<file path="src/rtl/addr_bit_latch.sv">
module addr_bit_latch #(
  parameter int ADDR_W = 3
) (
  input  logic                     clk,
  input  logic                     rst,
  input  logic                     din,
  input  logic [ADDR_W-1:0]        sel,
  input  logic                     en_n,
  input  logic                     clr_n,
  output logic [(1<<ADDR_W)-1:0]   q
);
  localparam int NUM = 1 << ADDR_W;

  logic [NUM-1:0] st;
  logic [NUM-1:0] hit;
  logic           en_n_q;
  logic           rise;

  assign hit  = en_n ? '0 : (NUM'(1) << sel);
  assign rise = en_n & ~en_n_q;

  always_ff @(posedge clk) begin
    if (rst) begin
      st     <= '0;
      en_n_q <= 1'b1;
    end else begin
      en_n_q <= en_n;
      if (!clr_n)
        st <= st & hit;
      else if (rise)
        st[sel] <= din;
    end
  end

  assign q = (hit & {NUM{din}}) | (st & ~hit & {NUM{clr_n}});

  p_transparent_r3: assert property (@(posedge clk) disable iff (rst)
    !en_n |-> q[sel] == din);
  p_hold_r4: assert property (@(posedge clk) disable iff (rst)
    (clr_n && en_n && en_n_q) |=> $stable(st));
  p_capture_r5: assert property (@(posedge clk) disable iff (rst)
    (clr_n && en_n && !en_n_q) |=> st[$past(sel)] == $past(din));
  p_clear_all_r6: assert property (@(posedge clk) disable iff (rst)
    (!clr_n && en_n) |-> (q == '0));
  p_clear_all_st_r6: assert property (@(posedge clk) disable iff (rst)
    (!clr_n && en_n) |=> (st == '0));
  p_demux_r7: assert property (@(posedge clk) disable iff (rst)
    (!clr_n && !en_n) |-> ($countones(q) <= 1));
  p_open_keeps_r8: assert property (@(posedge clk) disable iff (rst)
    (clr_n && !en_n) |=> $stable(st));
endmodule

</file>
<file path="config.mk">
export PLATFORM = sky130hd
export DESIGN_NAME = addr_bit_latch
export DESIGN_NICKNAME = d
export VERILOG_FILES = /design/src/rtl/addr_bit_latch.sv
export SDC_FILE = /design/constraint.sdc
export NUM_CORES = 1
export LEC_CHECK = 0
export ABC_CLOCK_PERIOD_IN_PS = 1470
export BUFFER_PORTS_ARGS = -buffer_cell sky130_fd_sc_hd__buf_2
export CORE_UTILIZATION = 40
export CTS_CLUSTER_DIAMETER = 150
export CTS_CLUSTER_SIZE = 28
export DETAILED_ROUTE_END_ITERATION = 12
export REMOVE_ABC_BUFFERS = 1
export SLEW_MARGIN = 20
export SYNTH_ARGS = -nofsm -noshare
export SYNTH_HDL_FRONTEND = slang
export SYNTH_SLANG_ARGS = --single-unit
</file>
<file path="constraint.sdc">
create_clock -name clk -period 1.47 [get_ports clk]
set_clock_uncertainty 0.1 [all_clocks]
set_input_delay 0.2205 -clock clk [delete_from_list [all_inputs] [get_ports clk]]
set_output_delay 0.2205 -clock clk [all_outputs]
set_load 0.01 [all_outputs]
</file>
==> summary.txt, run 1 <==
Fin. Hold Viols = 0
Power share of the clock group = 0.330
Nets = 129
Vias/cell = 5.31
Synth top area cells = dfxtp_1, nand2_1, nor4b_2
Hold Buf Count CTS = 0
Yosys warning total = 0
Final slew viol count = 0
Netlist Area Pre-Place = 714 um2
Clk slew on worst S/H paths = 0.06 ns
Drt wl/cell = 13.0 um
Final setup viols = 0
Peak supply drop = 0.000443 V
Post-Layout Cell Count = 144
Leakage power = 0.391 nW
Starting Density = 0.448
Sequential Area = 180 um2
Commonest cells in the netlist = nand2_1, dfxtp_1, o21ai_0
Met3 Resource Use GR = 0.0245
Syn Area/Cell = 7.37 um2
Asr flop ratio synth = 0
Area of the multi-input gates = 544 um2
Root Buffer Master = clkbuf_4
Core Area = 1590 um2
Remaining Overflow, GRT = 0
Worst path bufs/invs = 4
GR peak layer = met2
Die H = 44.3 um
Area Growth Syn to Fin = 43.8%
Largest net degree at the start of global routing = 18
DIE WIDTH = 44.3 um
DRT antenna net count = 0
Max_cap viols = 0
Post-synth EDFFs = 0
Worst setup EP type = output port
Relative slew margins = 0.795
Crit path time final = 1.46 ns
Initial drt markers = 10
Share of the synthesized area in the top cell type = 0.252
Pwr per Cell Area = 590 nW/um2
Internal Power = 0.427 mW
RSZ-0062 raised after global routing = true
Yosys reg bits = 9
Count leader, synth = nand2_1
Share of the yosys chip area belonging to registers = 0.252
Clock latency on the worst-skew pair = 0.26 ns
Pre-CTS setup slack = -0.0329 ns
Worst Setup Path Type = input port to output port
Filler instances = 140
Gate Count Post-Synth = 97
Worst-Margin Slew = 0.304 ns
Tot GR Track Use = 0.199
DRC Markers = 0
Clock tree buffer depth = 2
CP Cell Sequence = buf_8 > buf_12 > nor4bb_2 > buf_4 > nand2_2 > o21ai_1 > buf_2
Layout cells sized above 1 = 0.367
Met2 Use GR = 0.291
Max frequency = 685 MHz
Num ports = 16
CTS buffer count = 3
First-pass GRT wire length = 2.90 mm
Max stage delay on crit path = 0.27 ns
Setup ws final = 0.0104 ns
Pre-antenna DRT Iters = 7
Met1 usage = 0.289
Worst Path Required = 1.15 ns
ANT cells = 0
Total setup buffers inserted after CTS = 0
Largest fanout on the critical path = 6
CTS tree = built
Unique masters post-synth = 29
Cell family with most CP delay = buffers and inverters
Final Cycle Share = 0.993
Die area = 1960 um2
Worst hold-check path type = input port to register
Total Power = 0.606 mW
Dominant synthesized flop cell = dfxtp_1
Number of global-route vias before repair = 646
Initial antenna violation count = 0
Slowest-stage cell, CP = nor4bb_2
Combinational Power Share = 0.263
Sequential power share = 0.407
# clock sinks = 9
Dpl cells = 139
Sw frac = 0.295
NetSw = 0.179 mW
CP Launch Type = input port
IO buf count = 15
Via count = 764
GP Congestion = 0.717
HPWL Detailed = 1.24 mm
Row count = 14
Post-Route WL = 1.88 mm
Arrival time at the worst endpoint = 1.14 ns
H-Tree Depth = 1
Synth area leader = dfxtp_1
Status = complete, no violations
==> registers in the layout, indices dropped and copies added, names as in the netlist <==
| name | flops |
|---|---|
| st | 8 |
| en_n_q | 1 |
==> power by group through the flow <==
stage | Sequential, mW | Combinational, mW | Clock (mW)
after floorplan | 0.252 | 0.0420 | 0
after global placement | 0.252 | 0.124 | 0
after detailed placement | 0.252 | 0.126 | 0
after CTS | 0.246 | 0.132 | 0.209
after global routing | 0.247 | 0.171 | 0.224
final | 0.246 | 0.160 | 0.200
==> per-layer routing <==
| metal | wire length [um] | vias to the layer above |
|---|---|---|
| li1 | - | 398 |
| met1 | 918 | 345 |
| met2 | 871 | 19 |
| met3 | 76 | 2 |
| met4 | 10 | 0 |
| met5 | 0 | - |
==> stage by stage <==
stage / hold slack, ns / TNS [ns] / instance area (um2) / util
final: 0.0971 / 0 / 1030 / 0.644
after global routing: 0.0930 / -0.0714 / 1030 / 0.644
after detailed placement: 0.347 / -0.0552 / 886 / 0.556
after global placement: 0.343 / -0.00370 / 886 / 0.556
after CTS: 0.0729 / 0 / 935 / 0.586
after floorplan: 0.224 / 0 / 663 / -
==> cell families (layout without fill, tap and decap cells) <==
| logic type | Yosys count | in the layout | share of synthesized area |
|---|---|---|---|
| and+or+nand+nor | 56 | 56 | 0.492 |
| buffers and inverters | 12 | 35 | 0.0771 |
| AOI/OAI and AO/OA | 20 | 20 | 0.179 |
| DFF | 9 | 9 | 0.252 |
==> timing repair <==
item	in CTS	in global routing
resized for setup	5	14
setup endpoints to repair	3	6
cloned	0	1
pin swaps	1	2
==> layout make-up <==
| type | count | share of cell area |
|---|---|---|
| well taps | 24 | 0.0292 |
| flip-flops and latches | 9 | 0.175 |
| repair buffers | 30 | 0.236 |
| inverters | 1 | 0.00365 |
| clock buffers | 4 | 0.0256 |
| multi-input cells | 76 | 0.530 |
==> placed cells by master (no fill, tap or decap), types with 2 or more instances in the layout <==
master / Yosys / routed
or3b_1: 2 / 2
nand2_1: 20 / 19
or2b_1: 3 / 3
nor4b_1: 2 / 2
buf_6: 0 / 2
a22oi_1: 3 / 3
nor2_1: 6 / 6
buf_2: 5 / 11
nor3b_1: 2 / 2
a21oi_1: 3 / 3
dfxtp_1: 9 / 9
o22ai_1: 3 / 3
clkbuf_4: 0 / 3
nor4b_4: 0 / 3
o21ai_0: 7 / 6
nand3b_1: 2 / 2
buf_4: 1 / 14
nor3_1: 6 / 6
==> worst paths after layout <==
check | from | to | slack (ns) | cells past startpoint
worst max-delay path | en_n | q[6] | 0.01 | 7
worst min-delay path | rst | en_n_q | 0.1 | 2
worst max register to register | en_n_q | st[1] | 0.06 | 3
worst min register to register | st[3] | st[3] | 0.36 | 2
(Power assumes the default switching activity.)
==> run 2, diff against run 1 <==
--- a/config.mk
+++ b/config.mk
@@ -5,7 +5,7 @@
 export SDC_FILE = /design/constraint.sdc
 export NUM_CORES = 1
 export LEC_CHECK = 0
-export ABC_CLOCK_PERIOD_IN_PS = 1470
+export ABC_CLOCK_PERIOD_IN_PS = 1500
 export BUFFER_PORTS_ARGS = -buffer_cell sky130_fd_sc_hd__buf_2
 export CORE_UTILIZATION = 40
 export CTS_CLUSTER_DIAMETER = 150
@@ -16,3 +16,4 @@
 export SYNTH_ARGS = -nofsm -noshare
 export SYNTH_HDL_FRONTEND = slang
 export SYNTH_SLANG_ARGS = --single-unit
+export TNS_END_PERCENT = 20
==> constraint.sdc (replaced) <==
create_clock -name clk -period 1.5 [get_ports clk]
set_clock_uncertainty 0.1 [all_clocks]
set_input_delay 0.225 -clock clk [delete_from_list [all_inputs] [get_ports clk]]
set_output_delay 0.225 -clock clk [all_outputs]
set_load 0.01 [all_outputs]
==> summary.txt, run 2 (synthesized netlist as in run 1, its figures left out) <==
Status = finished with violations
Failing checks = negative setup slack
Reg with most FFs = st
Final slew viol count = 0
Area Growth Syn to Fin = 34.2%
Drt wl/cell = 12.4 um
Die area = 1960 um2
Vias/cell = 5.30
ANT cells = 0
Total Power = 0.576 mW
Largest net degree at the start of global routing = 17
Clock tree buffer depth = 2
GP Congestion = 0.754
Clock latency on the worst-skew pair = 0.26 ns
# clock sinks = 9
Max_cap viols = 0
Max frequency = 663 MHz
Leakage power = 0.364 nW
Post-Layout Cell Count = 146
Fin. Hold Viols = 0
Final Core Density = 0.601
Starting Density = 0.448
Final Cycle Share = 1.01
Hold Buf Count CTS = 0
Relative slew margins = 0.778
Worst hold-check path type = input port to register
Worst setup EP type = output port
First-pass GRT wire length = 3.04 mm
Commonest non-fill, non-tap cell in the layout = nand2_1
Root Buffer Master = clkbuf_4
Setup TNS = -0.00814 ns
GR peak layer = met2
CP Launch Type = input port
Worst Setup Path Type = input port to output port
Core Area = 1590 um2
Area of the multi-input gates = 510 um2
Met3 Resource Use GR = 0.0490
RSZ-0062 raised after global routing = true
DRC Markers = 0
CTS tree = built
DIE WIDTH = 44.3 um
Arrival time at the worst endpoint = 1.18 ns
Clk slew on worst S/H paths = 0.07 ns
Largest register FFs = 8
DRT antenna net count = 0
Worst-Margin Slew = 0.333 ns
Initial drt markers = 23
Setup ws final = -0.00814 ns
Worst R2R Setup Slack = 0.05 ns
HPWL Detailed = 1.26 mm
Number of global-route vias before repair = 695
CTS buffer count = 3
Post-Route WL = 1.82 mm
Pre-antenna DRT Iters = 6
Pre-CTS setup slack = -0.00432 ns
Num ports = 16
Met2 Use GR = 0.309
Initial antenna violation count = 0
Total setup buffers inserted after CTS = 0
Sequential Area = 180 um2
Row count = 14
Worst Path Required = 1.17 ns
Via count = 774
Pwr per Cell Area = 601 nW/um2
Largest fanout on the critical path = 9
Layout cells sized above 1 = 0.361
Die H = 44.3 um
Most frequent cells in the layout = nand2_1, buf_4, buf_2, dfxtp_1, o21ai_0
Largest regs = st x8, en_n_q x1
Nets = 131
Filler instances = 145
Crit path time final = 1.51 ns
Peak supply drop = 0.000486 V
H-Tree Depth = 1
Remaining Overflow, GRT = 0
Dpl cells = 142
Tot GR Track Use = 0.211
Met1 usage = 0.303
Final setup viols = 1
IO buf count = 15
[run 2: changes by cell type in the layout (fill, tap and decap cells not counted), sizes merged]
cell	delta
clkbuf	+1
buf	+1
[run 2: metal layers]
layer / share of wire / wire [um] / up-vias
li1: - / - / 405
met1: 0.52 / 942 / 350
met2: 0.44 / 802 / 17
met3: 0.034 / 61 / 2
met4: 0.0055 / 10 / 0
met5: 0 / 0 / -
[run 2: path summary, 6_finish.rpt]
check	startpoint	to	cells past startpoint
hold / removal	rst	en_n_q	2
setup / recovery	en_n	q[3]	7
hold reg to reg	st[3]	st[3]	2
setup reg to reg	en_n_q	st[2]	3
[run 2: report_power, final]
part | internal [mW] | switching, mW
registers | 0.241 | 0.000714
clock network | 0.103 | 0.0948
logic | 0.0612 | 0.0753
[run 2: through the flow]
step	instance area (um2)	hold slack [ns]
2_1_floorplan	663	0.229
3_3_place_gp	896	0.344
3_5_place_dp	896	0.348
4_1_cts	931	0.0786
5_1_grt	958	0.0939
6_report	958	0.0849
[run 2: area by class of cell]
type / count / area share
Multi-Input combinational cell: 76 / 0.533
Timing Repair Buffer: 32 / 0.217
Sequential cell: 9 / 0.188
Tap cell: 24 / 0.0313
Clock buffer: 4 / 0.0274
Inverter: 1 / 0.00392
[run 2: timing repair]
| action | CTS | global route |
|---|---|---|
| endpoints found under the hold margin | 0 | 0 |
| endpoints found under the setup margin | 1 | 10 |
| pin swaps | 1 | 1 |
| gates resized for setup | 1 | 6 |
[run 2: critical path, cell delays in order]
cell	delay (ns)
buf_2	0.11
buf_4	0.17
nor4bb_2	0.27
buf_4	0.16
nand2_1	0.04
o21ai_0	0.06
buf_2	0.15
